[config.mk]
export PLATFORM = sky130hd
export DESIGN_NAME = uart_modem_loop
export DESIGN_NICKNAME = d
export VERILOG_FILES = /design/src/rtl/uart_lb_pkg.sv /design/src/rtl/lb_mode_reg.sv /design/src/rtl/lb_modem_flags.sv /design/src/rtl/lb_break_edge.sv /design/src/rtl/lb_push_sel.sv /design/src/rtl/uart_modem_loop.sv
export SDC_FILE = /design/constraint.sdc
export NUM_CORES = 1
export LEC_CHECK = 0
export ABC_AREA = 1
export ABC_CLOCK_PERIOD_IN_PS = 1200
export BUFFER_PORTS_ARGS = -buffer_cell sky130_fd_sc_hd__buf_2
export CAP_MARGIN = 20
export CORE_MARGIN = 1
export CORE_UTILIZATION = 30
export CTS_BUF_LIST = sky130_fd_sc_hd__clkbuf_8 sky130_fd_sc_hd__clkbuf_16
export DETAILED_ROUTE_END_ITERATION = 8
export PLACE_DENSITY_LB_ADDON = 0.25
export SYNTH_ARGS = -nofsm -noshare
export SYNTH_HDL_FRONTEND = slang
export SYNTH_SLANG_ARGS = --single-unit
[constraint.sdc]
create_clock -name clk -period 1.2 [get_ports clk]
set_clock_uncertainty 0.05 [all_clocks]
set_input_delay 0.24 -clock clk [delete_from_list [all_inputs] [get_ports clk]]
set_output_delay 0.24 -clock clk [all_outputs]
set_load 0.02 [all_outputs]
[src/rtl/uart_lb_pkg.sv]
package uart_lb_pkg;

    localparam int MDM_N = 4;

    // Flag order: bit3 RI, bit2 DCD, bit1 DSR, bit0 CTS
    typedef struct packed {
        logic ri;
        logic dcd;
        logic dsr;
        logic cts;
    } mdm_flags_t;

    // Control order: bit3 OUT2, bit2 OUT1, bit1 DTR, bit0 RTS
    typedef struct packed {
        logic out2;
        logic out1;
        logic dtr;
        logic rts;
    } mdm_ctrl_t;

    typedef enum logic [1:0] {
        PK_NONE  = 2'd0,
        PK_DATA  = 2'd1,
        PK_BREAK = 2'd2
    } push_kind_e;

    function automatic mdm_flags_t loop_map(input mdm_ctrl_t c);
        mdm_flags_t f;
        f.ri  = c.out2;
        f.dcd = c.out1;
        f.dsr = c.dtr;
        f.cts = c.rts;
        return f;
    endfunction

    function automatic push_kind_e pick_source(
        input logic loop_on,
        input logic loop_brk,
        input logic loop_data,
        input logic ext_brk,
        input logic ext_data
    );
        if (loop_on) begin
            if (loop_brk)       return PK_BREAK;
            else if (loop_data) return PK_DATA;
        end else begin
            if (ext_brk)        return PK_BREAK;
            else if (ext_data)  return PK_DATA;
        end
        return PK_NONE;
    endfunction

endpackage

[src/rtl/lb_mode_reg.sv]
module lb_mode_reg (
    input  logic clk,
    input  logic rst,
    input  logic ctrl_wr,
    input  logic ctrl_loop,
    output logic loop_q
);
    always_ff @(posedge clk) begin
        if (rst)          loop_q <= 1'b0;
        else if (ctrl_wr) loop_q <= ctrl_loop;
    end
endmodule

[src/rtl/lb_modem_flags.sv]
module lb_modem_flags
    import uart_lb_pkg::*;
(
    input  logic             clk,
    input  logic             rst,
    input  logic             ctrl_wr,
    input  logic             ctrl_loop,
    input  logic             loop_q,
    input  logic [MDM_N-1:0] ctrl_mdm,
    input  logic [MDM_N-1:0] pin_modem,
    output logic [MDM_N-1:0] flags_q,
    output logic             ms_upd_q,
    output logic [MDM_N-1:0] ms_val_q
);
    logic             load_loop;
    mdm_flags_t       looped;
    logic [MDM_N-1:0] looped_v;
    logic [MDM_N-1:0] flags_d;

    assign load_loop = ctrl_wr && ctrl_loop;
    assign looped    = loop_map(mdm_ctrl_t'(ctrl_mdm));
    assign looped_v  = looped;

    for (genvar i = 0; i < MDM_N; i++) begin : g_bit
        always_comb begin
            if (load_loop)   flags_d[i] = looped_v[i];
            else if (loop_q) flags_d[i] = flags_q[i];
            else             flags_d[i] = pin_modem[i];
        end
    end

    always_ff @(posedge clk) begin
        if (rst) begin
            flags_q  <= '0;
            ms_upd_q <= 1'b0;
            ms_val_q <= '0;
        end else begin
            flags_q  <= flags_d;
            ms_upd_q <= load_loop;
            if (load_loop) begin
                // clear all modem interrupt bits, then set from looped levels
                ms_val_q <= '0;
                for (int i = 0; i < MDM_N; i++)
                    if (looped_v[i]) ms_val_q[i] <= 1'b1;
            end
        end
    end
endmodule

[src/rtl/lb_break_edge.sv]
module lb_break_edge (
    input  logic clk,
    input  logic rst,
    input  logic lcr_wr,
    input  logic lcr_brk,
    input  logic loop_q,
    output logic brk_req
);
    logic brk_q;

    always_ff @(posedge clk) begin
        if (rst)         brk_q <= 1'b0;
        else if (lcr_wr) brk_q <= lcr_brk;
    end

    assign brk_req = loop_q && lcr_wr && lcr_brk && !brk_q;
endmodule

[src/rtl/lb_push_sel.sv]
module lb_push_sel
    import uart_lb_pkg::*;
#(
    parameter int DATA_W = 8
) (
    input  logic              clk,
    input  logic              rst,
    input  logic              loop_q,
    input  logic              loop_brk,
    input  logic              dr_wr,
    input  logic [DATA_W-1:0] dr_wdata,
    input  logic              ext_rx_valid,
    input  logic [DATA_W-1:0] ext_rx_data,
    input  logic              ext_brk,
    output logic              push_valid,
    output logic              push_brk,
    output logic [DATA_W-1:0] push_data
);
    push_kind_e        kind;
    logic [DATA_W-1:0] char_sel;

    assign kind     = pick_source(loop_q, loop_brk, dr_wr, ext_brk, ext_rx_valid);
    assign char_sel = loop_q ? dr_wdata : ext_rx_data;

    always_ff @(posedge clk) begin
        if (rst) begin
            push_valid <= 1'b0;
            push_brk   <= 1'b0;
            push_data  <= '0;
        end else begin
            push_valid <= (kind != PK_NONE);
            push_brk   <= (kind == PK_BREAK);
            push_data  <= (kind == PK_DATA) ? char_sel : '0;
        end
    end
endmodule

[src/rtl/uart_modem_loop.sv]
module uart_modem_loop
    import uart_lb_pkg::*;
#(
    parameter int DATA_W = 8
) (
    input  logic              clk,
    input  logic              rst,
    input  logic              ctrl_wr,
    input  logic              ctrl_loop,
    input  logic [3:0]        ctrl_mdm,
    input  logic              dr_wr,
    input  logic [DATA_W-1:0] dr_wdata,
    input  logic              lcr_wr,
    input  logic              lcr_brk,
    input  logic              ext_rx_valid,
    input  logic [DATA_W-1:0] ext_rx_data,
    input  logic              ext_brk,
    input  logic [3:0]        pin_modem,
    output logic [3:0]        modem_flags,
    output logic              ms_upd,
    output logic [3:0]        ms_val,
    output logic              push_valid,
    output logic              push_brk,
    output logic [DATA_W-1:0] push_data
);
    logic loop_q;
    logic brk_req;

    lb_mode_reg u_mode (
        .clk      (clk),
        .rst      (rst),
        .ctrl_wr  (ctrl_wr),
        .ctrl_loop(ctrl_loop),
        .loop_q   (loop_q)
    );

    lb_modem_flags u_flags (
        .clk      (clk),
        .rst      (rst),
        .ctrl_wr  (ctrl_wr),
        .ctrl_loop(ctrl_loop),
        .loop_q   (loop_q),
        .ctrl_mdm (ctrl_mdm),
        .pin_modem(pin_modem),
        .flags_q  (modem_flags),
        .ms_upd_q (ms_upd),
        .ms_val_q (ms_val)
    );

    lb_break_edge u_brk (
        .clk    (clk),
        .rst    (rst),
        .lcr_wr (lcr_wr),
        .lcr_brk(lcr_brk),
        .loop_q (loop_q),
        .brk_req(brk_req)
    );

    lb_push_sel #(.DATA_W(DATA_W)) u_push (
        .clk         (clk),
        .rst         (rst),
        .loop_q      (loop_q),
        .loop_brk    (brk_req),
        .dr_wr       (dr_wr),
        .dr_wdata    (dr_wdata),
        .ext_rx_valid(ext_rx_valid),
        .ext_rx_data (ext_rx_data),
        .ext_brk     (ext_brk),
        .push_valid  (push_valid),
        .push_brk    (push_brk),
        .push_data   (push_data)
    );
endmodule

=== Word-level counts from Yosys, hierarchy flattened ===
Index checks and enable logic that the tools add are counted.

* Register bits: 21
* Input bits: 33

* Bitwise gates (word level): 1
* Equality and inequality tests: 3
* Muxes and demuxes: 24
* Reductions and logical operators: 7

{| class="wikitable"
|+ Operators by type and width
! operator !! count
|-
| 1-bit two-way mux || 17
|-
| 2-bit two-way mux || 6
|-
| 8-bit two-way mux || 1
|-
| 1-bit logical AND || 4
|-
| 2-bit by 1-bit equality test with 1-bit output (second input constant) || 1
|-
| 2-bit equality test (second input constant) || 1
|-
| 2-bit by 1-bit != test with 1-bit output (second input constant) || 1
|-
| 2-bit nonzero test || 1
|-
| 2-bit OR reduction || 1
|-
| 1-bit logical NOT || 1
|-
| 1-bit NOT || 1
|}

=== Longest topological paths before layout ===
Gate-level depths: netlist of the first run.

* Word-level depth: 9
* Depth in mapped cells: 7

=== Modules after synthesis ===
From an unflattened synthesis of the first run, not the netlist that was laid out.

* Cell total of the unflattened synthesis: 128
* Area, all modules: 925.9 µm²

{| class="wikitable"
|+ By module, submodules not included
! module !! area an instance (µm²) !! cells an instance !! times used !! sequential area each (µm²)
|-
| lb_push_sel || 419.2 || 55 || 1 || 200.2
|-
| lb_modem_flags || 412.9 || 59 || 1 || 180.2
|-
| lb_break_edge || 48.8 || 7 || 1 || 20.0
|-
| lb_mode_reg || 45.0 || 7 || 1 || 20.0
|}

=== Least setup slack after synthesis of the first run ===
Ideal clock, no wire load.

* Path type: register to register
* Start: register u_mode.loop_q
* End: register u_push.push_data[0]
* Buffers on the path: 2
* Data required time: 1.034 ns
* Setup time: 0.116 ns
* Arrival time: 0.827 ns
* Stages on the path, launching flop included: 5
* Clock period less this slack: 0.993 ns
* Slack: 0.207 ns
* Path through: dfxtp_1 > buf_6 > buf_4 > mux2i_1 > nor2_1

* Cells in the longest elaborated chain, start to end: 9

{| class="wikitable"
|+ RTL lines
! what !! line !! text
|-
| start: declaration || lb_mode_reg.sv:6 || <nowiki>output logic loop_q</nowiki>
|-
| start signal: assignment || lb_mode_reg.sv:10 || <nowiki>else if (ctrl_wr) loop_q <= ctrl_loop;</nowiki>
|-
| 1-bit logical AND (3 in a row) || lb_break_edge.sv:16 || <nowiki>assign brk_req = loop_q && lcr_wr && lcr_brk && !brk_q;</nowiki>
|-
| 2-bit two-way mux or 1-bit two-way mux (tied branches) || uart_lb_pkg.sv:44 || <nowiki>if (loop_brk) return PK_BREAK;</nowiki>
|-
| 2-bit two-way mux or 1-bit two-way mux (tied branches) || uart_lb_pkg.sv:43 || <nowiki>if (loop_on) begin</nowiki>
|-
| 2-bit two-way mux || uart_lb_pkg.sv:50 || <nowiki>return PK_NONE;</nowiki>
|-
| 2-bit by 1-bit equality test with 1-bit output || lb_push_sel.sv:33 || <nowiki>push_data <= (kind == PK_DATA) ? char_sel : '0;</nowiki>
|-
| 1-bit NOT (no line) || n/a ||
|-
| 2-bit OR reduction (no line) || n/a ||
|-
| end signal: assignment || lb_push_sel.sv:33 ||
|-
| end: declaration || lb_push_sel.sv:17 || <nowiki>output logic [DATA_W-1:0] push_data</nowiki>
|}

Parallel ways exist; a longest one is shown, timed or not.
A chain may end at the register's enable or synchronous reset.

=== Worst setup path in the final report of the first run ===
* Start: register u_flags.flags_q[3]
* End: output port modem_flags[3]

{| class="wikitable"
|+ RTL lines
! what !! line !! text
|-
| start: declaration || lb_modem_flags.sv:11 || <nowiki>output logic [MDM_N-1:0] flags_q,</nowiki>
|-
| start signal: assignment || lb_modem_flags.sv:38 || <nowiki>flags_q <= flags_d;</nowiki>
|-
| end: declaration || uart_modem_loop.sv:19 || <nowiki>output logic [3:0] modem_flags,</nowiki>
|}

No word-level cell between the ends.

==> metrics, run 1 <==
buffer count from post-CTS setup fixing 0; worst path required time 0.91 ns; max-cap violations 0; Buffers & Inverters on Critical Path 1; syn nets 134; GPL Wtd Cong 0.7597; Max Slew Vio Count 0; hold buffers post-CTS 0; RSZ-0062 raised after global routing false; DR WL/cell 9.812 um; Power Dens Cells 1238 nW/um2; clock sink total 21; die width 54.75 um; commonest cells after routing, fill and taps aside buf_2 (51), nor2_1 (20), dfxtp_1 (20), nand2_1 (16), nand3_1 (12); Tcrit/Tclk final 87.45%; Placed Instances 182; Die Y 54.75 um; Worst VDD drop 0.0007376 V; routed wire length 1.825 mm; YS warnings 0; initial antenna violation count 0; I/O pin count 52; DP Wirelength 1.480 mm; synthesized cell area 834.6 um2; post-synth top area cell dfxtp_1; drt first pass iters 4; Cell Count, Final, Fillers Out 186; Hold Path End u_push.push_data[1]$_SDFF_PP0_; Setup Viol. Count Final 0; most common cell after layout, fill and taps aside buf_2; GRT Residual Overflow 0; crit path capture type primary output; Worst R2R Setup Slack 0.17 ns; WS Path Type reg -> out; status finished, final reports clean; clk_lat worst skew 0.25 ns; r2r startpoint u_mode.loop_q$_SDFFE_PP0P_; HP Start ext_rx_data[1]; CP max FO 2; routed vias/inst 4.339; critical path, cell by cell buf_2; fmax 952.9 MHz; row cnt 18; hold path depth 3; R2R depth 6; crit-path leading delay family flip-flops; Seq cells post-synth 21; Bufs on Longest Clock Path 2; Mapped Cells 101; crit start category register; ANT cells 0; first-pass GRT wire length 2.691 mm; Core ar. 2545 um2; Inserted Clock Buffers 3; antenna violation net count after detailed routing 0; Least-Margin Pin Slew 0.2047 ns; vias in the first global route 685; via count 807; terminus of the critical flop-to-flop path u_push.push_data[7]$_SDFF_PP0_; min cycle time layout 1.049 ns; overall power 1.456 mW; synth unique cells 17; Initial Util 32.79%; LEAKAGE 0.6396 nW; DRT iter0 DRCs 5; top cells by area, synth dfxtp_1 (50%), mux2i_1 (9.6%), nor2_1 (9.0%); CTS H-Tree Depth 1; P&R area growth vs syn 40.93%; layout cell share with drive strength beyond 1 41.67%; Worst path max stage delay 0.34 ns; final hold vios 0; Final TNS setup 0 ns; average size of a mapped cell 8.263 um2; Synth top area share 50.37%; die area 2997 um2; CP arrival 0.76 ns; Port Buffers 51; post-synthesis sequential area ratio 50.37%; Layout Utilization 46.21%; slew margin rel. 86.36%; # nets final 190; total global-route track usage 12.67%; CTS tree yes; largest net degree at the start of global routing 12; critical path's slowest cell dfxtp_1; clock transition at the registers of the reported paths 0.07 ns; Root Driver clkbuf_8; Worst Hold Class in -> reg; detailed-route DRC error count 0
## per-layer routing
metal  wire, um  vias to the layer above  global-route usage, %
met5          0                        -                      0
met4          0                        0                  2.564
met3        243                        0                  6.389
met2        791                       45                  21.69
met1        790                      338                  13.91
li1           -                      424                      -
## how the worst max path moves through the flow
stage                                         start                             end  cells past startpoint
floorplan                u_mode.loop_q$_SDFFE_PP0P_  u_push.push_data[0]$_SDFF_PP0_                      4
global placement         u_mode.loop_q$_SDFFE_PP0P_  u_push.push_data[2]$_SDFF_PP0_                      6
detailed placement       u_mode.loop_q$_SDFFE_PP0P_  u_push.push_data[7]$_SDFF_PP0_                      6
CTS                      u_mode.loop_q$_SDFFE_PP0P_  u_push.push_data[7]$_SDFF_PP0_                      6
global route             u_mode.loop_q$_SDFFE_PP0P_  u_push.push_data[6]$_SDFF_PP0_                      6
finish              u_flags.flags_q[3]$_SDFFE_PP0P_                  modem_flags[3]                      1
## timing repair
action                                 4_1_cts  5_1_grt
gates resized for setup                      0        1
endpoints found under the hold margin        0        0
setup endpoints to repair                    0        4
## state kept, by name, summed over array words and instances, names as in the netlist
register / cells
u_flags.ms_val_q: 4
u_flags.ms_upd_q: 1
u_push.push_valid: 1
u_push.push_brk: 1
u_push.push_data: 8
u_brk.brk_q: 1
u_mode.loop_q: 1
u_flags.flags_q: 4
## logic make-up (layout without fill, tap and decap cells)
kind of cell	count (synthesis)	count (layout)	synth area share (%)
AO/OA/AOI/OAI	5	5	3.449
buffers and inverters	14	69	8.095
flip-flops	21	21	50.37
multiplexers	8	8	9.596
AND/OR/NAND/NOR	53	53	28.49
## synthesized netlist by cell type
cell / number
buf_4: 1
nor2_2: 2
nand2_2: 1
a21oi_1: 4
buf_2: 1
mux2i_1: 8
and2_1: 1
nand3_4: 1
nor2_1: 20
buf_6: 1
inv_4: 1
clkbuf_1: 1
nand3_1: 12
inv_1: 9
nand2_1: 16
a21oi_2: 1
dfxtp_1: 21
## final cells by class
| class | instances | area (um2) |
|---|---|---|
| fillers | 275 | 1369 |
| flip-flops and latches | 21 | 421.7 |
| multi-input cells | 66 | 346.6 |
| repair buffers | 55 | 285.3 |
| clock buffers | 3 | 41.29 |
| inverters | 10 | 40.04 |
| well taps | 30 | 37.54 |
| clock inverters | 1 | 3.754 |
## per-stage QoR
step / hold WS, ns / setup slack (ns) / instance area [um2]
CTS: 0.1724 / 0.07510 / 1175
detailed placement: 0.4083 / 0.09628 / 1130
global route: 0.1767 / 0.06172 / 1176
finish: 0.1783 / 0.1506 / 1176
floorplan: 0.3494 / 0.2073 / 834.6
global placement: 0.4051 / 0.1487 / 1130
## where the power goes
part	total, mW	internal [mW]	switching (mW)
clock	0.441	0.228	0.214
sequential	0.754	0.738	0.0165
combinational	0.260	0.114	0.146
total	1.46	1.08	0.377
No activity file was read; power rests on OpenSTA's default activity.
==> run 2, diff against run 1 <==
- CELL_PAD_IN_SITES_DETAIL_PLACEMENT: unset -> 0
- CELL_PAD_IN_SITES_GLOBAL_PLACEMENT: unset -> 1
- CORE_UTILIZATION: 30 -> 28
==> metrics, run 2 (same netlist as run 1, synthesis figures left out) <==
status finished, final reports clean (unchanged); Die Y 56.60 um (was 54.75 um); GRT Residual Overflow 0 (unchanged); ANT cells 0 (unchanged); routed wire length 1.921 mm (was 1.825 mm); min cycle time layout 1.124 ns (was 1.049 ns); most common cell after layout, fill and taps aside buf_2 (unchanged); initial antenna violation count 0 (unchanged); hold buffers post-CTS 0 (unchanged); Worst R2R Setup Slack 0.08 ns (was 0.17 ns); max reg flops 8 (unchanged); Reg power frac 51.4% (was 51.8%); largest net degree at the start of global routing 14 (was 12); Register Area 420.4 um2 (was 421.7 um2); Root Driver clkbuf_8 (unchanged); biggest regs u_push.push_data (8), u_flags.flags_q (4), u_flags.ms_val_q (4) (unchanged); drt first pass iters 4 (unchanged); placed cell area 1116 um2 (was 1130 um2); slew margin rel. 85.09% (was 86.36%); area of the multi-input gates 346.6 um2 (unchanged); die area 3203 um2 (was 2997 um2); buffer count from post-CTS setup fixing 0 (unchanged); Layout Utilization 41.79% (was 46.21%); antenna violation net count after detailed routing 0 (unchanged); post-cts sizing count 0 (unchanged); DP Wirelength 1.435 mm (was 1.480 mm); CP arrival 1.22 ns (was 0.76 ns); die width 56.60 um (was 54.75 um); Tcrit/Tclk final 93.63% (was 87.45%); clk_lat worst skew 0.25 ns (about the same); design area 1162 um2 (was 1176 um2); filler instances 292 (was 275); layout cell share with drive strength beyond 1 40.91% (was 41.67%); Inserted Clock Buffers 3 (unchanged); Worst VDD drop 0.0008372 V (was 0.0007376 V); overall power 1.464 mW (was 1.456 mW); Worst Hold Class in -> reg (unchanged); terminus of the critical flop-to-flop path u_push.push_data[4]$_SDFF_PP0_ (was u_push.push_data[7]$_SDFF_PP0_); critical path's slowest cell dfxtp_1 (unchanged); DR WL/cell 10.38 um (was 9.812 um); commonest cells after routing, fill and taps aside buf_2 (51), dfxtp_1 (21), nor2_1 (20), nand2_1 (16), nand3_1 (12) (was buf_2 (51), nor2_1 (20), dfxtp_1 (20), nand2_1 (16), nand3_1 (12)); r2r startpoint u_mode.loop_q$_SDFFE_PP0P_ (unchanged); Reg with most FFs u_push.push_data (unchanged); CTS tree yes (unchanged); Bufs on Longest Clock Path 2 (unchanged); GPL Wtd Cong 0.6533 (was 0.7597); CTS H-Tree Depth 1 (unchanged); R2R depth 3 (was 6); Max Slew Vio Count 0 (unchanged); # nets final 188 (was 190); fmax 890.0 MHz (was 952.9 MHz); Power Dens Cells 1260 nW/um2 (was 1238 nW/um2); first-pass GRT wire length 3.125 mm (was 2.691 mm); LEAKAGE 0.6281 nW (was 0.6396 nW); clock sink total 21 (unchanged); HP Start ext_rx_data[6] (was ext_rx_data[1]); DRT iter0 DRCs 16 (was 5); routed vias/inst 4.276 (was 4.339); vias in the first global route 767 (was 685); clock transition at the registers of the reported paths 0.07 ns (about the same); final hold vios 0 (unchanged); max-cap violations 0 (unchanged); Initial Util 30.00% (was 32.79%); total global-route track usage 12.42% (was 12.67%); sw frac 26.41% (was 25.89%); Comb pwr share 17.8% (was 17.9%); worst path required time 1.30 ns (was 0.91 ns); crit path capture type register (was primary output); WS Path Type reg -> reg (was reg -> out); Least-Margin Pin Slew 0.2237 ns (was 0.2047 ns); Port Buffers 51 (unchanged); crit start category register (unchanged); hold path depth 3 (unchanged); Final TNS setup 0 ns (unchanged); row cnt 19 (was 18); Pint 1.078 mW (was 1.079 mW); Hold Path End u_push.push_data[6]$_SDFF_PP0_ (was u_push.push_data[1]$_SDFF_PP0_); clock share of power 30.8% (was 30.3%); via count 791 (was 807); RSZ-0062 raised after global routing false (unchanged); I/O pin count 52 (unchanged); net switching power 0.3867 mW (was 0.3769 mW); critical path, cell by cell buf_4 -> mux2i_1 -> nor2_1 (was buf_2); P&R area growth vs syn 39.28% (was 40.93%); Core ar. 2781 um2 (was 2545 um2); Setup Viol. Count Final 0 (unchanged); CP max FO 12 (was 2); Worst path max stage delay 0.41 ns (was 0.34 ns); detailed-route DRC error count 0 (unchanged)
[run 2: worst max path at each step]
| stage | start | to | slack [ns] | cells after the start |
|---|---|---|---|---|
| 2_1_floorplan | u_mode.loop_q$_SDFFE_PP0P_ | u_push.push_data[0]$_SDFF_PP0_ | 0.21 | 4 |
| 3_3_place_gp | u_mode.loop_q$_SDFFE_PP0P_ | u_push.push_data[5]$_SDFF_PP0_ | 0.14 | 3 |
| 3_5_place_dp | u_mode.loop_q$_SDFFE_PP0P_ | u_push.push_data[4]$_SDFF_PP0_ | 0.08 | 3 |
| 4_1_cts | u_mode.loop_q$_SDFFE_PP0P_ | u_push.push_data[4]$_SDFF_PP0_ | 0.07 | 3 |
| 5_1_grt | u_mode.loop_q$_SDFFE_PP0P_ | u_push.push_data[7]$_SDFF_PP0_ | 0.006 | 3 |
| 6_report | u_mode.loop_q$_SDFFE_PP0P_ | u_push.push_data[4]$_SDFF_PP0_ | 0.08 | 3 |
[run 2: area by class of cell]
cell class / instances / area share, %
flip-flops and latches: 21 / 36.17
inverters: 10 / 3.445
multi-input cells: 66 / 29.82
clock buffers: 3 / 3.552
clock inverters: 1 / 0.4306
repair buffers: 53 / 23.25
well taps: 31 / 3.337
[run 2: critical path, delay by kind of cell, from the launching register on]
kind / cells / cell delay (ns)
muxes: 1 / 0.22
DFF: 1 / 0.41
and+or+nand+nor: 1 / 0.07
buffers and inverters: 1 / 0.27
[run 2: stage by stage]
stage	hold WS [ns]	instances	setup WS, ns
finish	0.1780	185	0.07645
global route	0.1848	185	0.005578
CTS	0.1723	185	0.07075
detailed placement	0.4044	181	0.08286
global placement	0.4008	181	0.1402
floorplan	0.3494	101	0.2073
[run 2: power groups by stage]
stage                     clock [mW]  sequential [mW]  combinational, mW
final                          0.451            0.753              0.260
after global routing           0.505            0.756              0.287
after CTS                      0.473            0.753              0.263
after detailed placement           0            0.769              0.262
after global placement             0            0.768              0.260
after floorplan                    0            0.815              0.111
[run 2: per-layer routing]
metal / track usage (%) / share of wire (%) / up-vias
li1: - / - / 423
met1: 15.90 / 52 / 327
met4: 6.272 / 0.52 / 0
met2: 18.99 / 39 / 39
met5: 0 / 0 / -
met3: 3.456 / 8.8 / 2
==> run 3, diff against run 2 <==
- CORE_MARGIN: 1 -> 2
- GPL_TIMING_DRIVEN: unset -> 1
==> metrics, run 3 (same netlist as run 1, synthesis figures left out) <==
CP arrival 0.78 ns (was 1.22 ns); R2R depth 6 (was 3); Worst path max stage delay 0.35 ns (was 0.41 ns); CTS H-Tree Depth 1 (unchanged); initial antenna violation count 0 (unchanged); P&R area growth vs syn 39.58% (was 39.28%); clock transition at the registers of the reported paths 0.07 ns (about the same); met2 Track Usage GR 18.94% (was 18.99%); Least-Margin Pin Slew 0.2150 ns (was 0.2237 ns); drt first pass iters 6 (was 4); Buffers & Inverters on Critical Path 1 (unchanged); failing checks design-rule violations; crit-path leading delay family flip-flops (unchanged); CTS tree yes (unchanged); Placed Instances 181 (unchanged); Port Buffers 51 (unchanged); most common cell after layout, fill and taps aside buf_2 (unchanged); clk_lat worst skew 0.25 ns (about the same); layout cell share with drive strength beyond 1 40.26% (was 40.91%); clock share of power 30.1% (was 30.8%); # nets final 188 (unchanged); vias in the first global route 710 (was 767); net switching power 0.3750 mW (was 0.3867 mW); GRT Residual Overflow 0 (unchanged); routed vias/inst 4.346 (was 4.276); Setup Viol. Count Final 0 (unchanged); WS Path Type reg -> out (was reg -> reg); Worst VDD drop 0.0004144 V (was 0.0008372 V); crit path capture type primary output (was register); buffer count from post-CTS setup fixing 0 (unchanged); Power Dens Cells 1245 nW/um2 (was 1260 nW/um2); Initial Util 29.75% (was 30.00%); final hold vios 0 (unchanged); worst path required time 0.91 ns (was 1.30 ns); Max Slew Vio Count 0 (unchanged); GPL Wtd Cong 0.6908 (was 0.6533); commonest cells after routing, fill and taps aside buf_2 (51), dfxtp_1 (21), nor2_1 (20), nand2_1 (16), nand3_1 (12) (unchanged); die area 3433 um2 (was 3203 um2); Reg power frac 51.9% (was 51.4%); CP Depth 1 (was 3); ANT cells 0 (unchanged); max-cap violations 0 (unchanged); clock sink total 21 (unchanged); min cycle time layout 1.069 ns (was 1.124 ns); Tcrit/Tclk final 89.11% (was 93.63%); Layout Utilization 41.53% (was 41.79%); Die Y 58.60 um (was 56.60 um); Reg with most FFs u_push.push_data (unchanged); first-pass GRT wire length 2.849 mm (was 3.125 mm); fmax 935.2 MHz (was 890.0 MHz); die width 58.60 um (was 56.60 um); max reg flops 8 (unchanged); met1 Use GR 12.74% (was 15.90%); LEAKAGE 0.6304 nW (was 0.6281 nW); Inserted Clock Buffers 3 (unchanged); critical path's slowest cell dfxtp_1 (unchanged); design area 1165 um2 (was 1162 um2); status finished, violations left (was finished, final reports clean); detailed-route DRC error count 7 (was 0); Worst Hold Class in -> reg (unchanged); Pint 1.075 mW (was 1.078 mW); Core ar. 2805 um2 (was 2781 um2); Bufs on Longest Clock Path 2 (unchanged); total global-route track usage 10.79% (was 12.42%); sw frac 25.86% (was 26.41%); CP max FO 2 (was 12); DR WL/cell 10.33 um (was 10.38 um); hold path depth 3 (unchanged); DRT iter0 DRCs 18 (was 16); crit start category register (unchanged); RSZ-0062 raised after global routing false (unchanged); placed cell area 1116 um2 (unchanged); slew margin rel. 85.67% (was 85.09%); DP Wirelength 1.498 mm (was 1.435 mm); Root Driver clkbuf_8 (unchanged); Final TNS setup 0 ns (unchanged); row cnt 19 (unchanged); grt peak-use layer met2 (unchanged); Comb pwr share 17.9% (was 17.8%); grt met3 use 3.297% (was 3.456%); biggest regs u_push.push_data (8), u_flags.flags_q (4), u_flags.ms_val_q (4) (unchanged); Cell Count, Final, Fillers Out 185 (unchanged); routed wire length 1.911 mm (was 1.921 mm); overall power 1.450 mW (was 1.464 mW); critical path, cell by cell buf_2 (was buf_4 -> mux2i_1 -> nor2_1); via count 804 (was 791); I/O pin count 52 (unchanged); largest net degree at the start of global routing 14 (unchanged); antenna violation net count after detailed routing 0 (unchanged)
==> run 3: timing repair <==
action | in CTS | in global routing
endpoints found under the setup margin | 0 | 1
hold buffers | 0 | 0
gates resized for setup | 0 | 1
==> run 3: through the flow <==
stage | setup slack (ns) | hold slack, ns
final | 0.1307 | 0.1875
after global routing | 0.02883 | 0.1911
after CTS | 0.08095 | 0.1861
after global placement | 0.1467 | 0.4029
after detailed placement | 0.08775 | 0.4080
after floorplan | 0.2073 | 0.3494
==> run 3: power by group through the flow <==
stage / clock (mW) / sequential [mW] / combinational, mW
2_1_floorplan: 0 / 0.815 / 0.111
3_3_place_gp: 0 / 0.768 / 0.260
3_5_place_dp: 0 / 0.770 / 0.262
4_1_cts: 0.451 / 0.753 / 0.263
5_1_grt: 0.482 / 0.758 / 0.286
6_report: 0.437 / 0.753 / 0.260
==> run 3: per-layer routing <==
layer  vias up  routed length (um)
met5         -                   0
met4         0                  13
met3         2                 223
met2        41                 796
met1       335                 877
li1        426                   -
==> run 3: worst paths after layout <==
| kind | from | endpoint | slack (ns) |
|---|---|---|---|
| setup reg to reg | u_mode.loop_q$_SDFFE_PP0P_ | u_push.push_data[4]$_SDFF_PP0_ | 0.13 |
| hold reg to reg | u_flags.ms_val_q[3]$_SDFFE_PP0P_ | u_flags.ms_val_q[3]$_SDFFE_PP0P_ | 0.41 |
| setup / recovery | u_flags.flags_q[1]$_SDFFE_PP0P_ | modem_flags[1] | 0.13 |
| hold / removal | ext_rx_data[5] | u_push.push_data[5]$_SDFF_PP0_ | 0.19 |
==> run 3: layout make-up <==
class	count	area, um2
fillers	291	1640
flip-flops and latches	21	420.4
multi-input cells	66	346.6
repair buffers	53	274.0
clock buffers	3	41.29
inverters	10	40.04
well taps	31	38.79
clock inverters	1	3.754
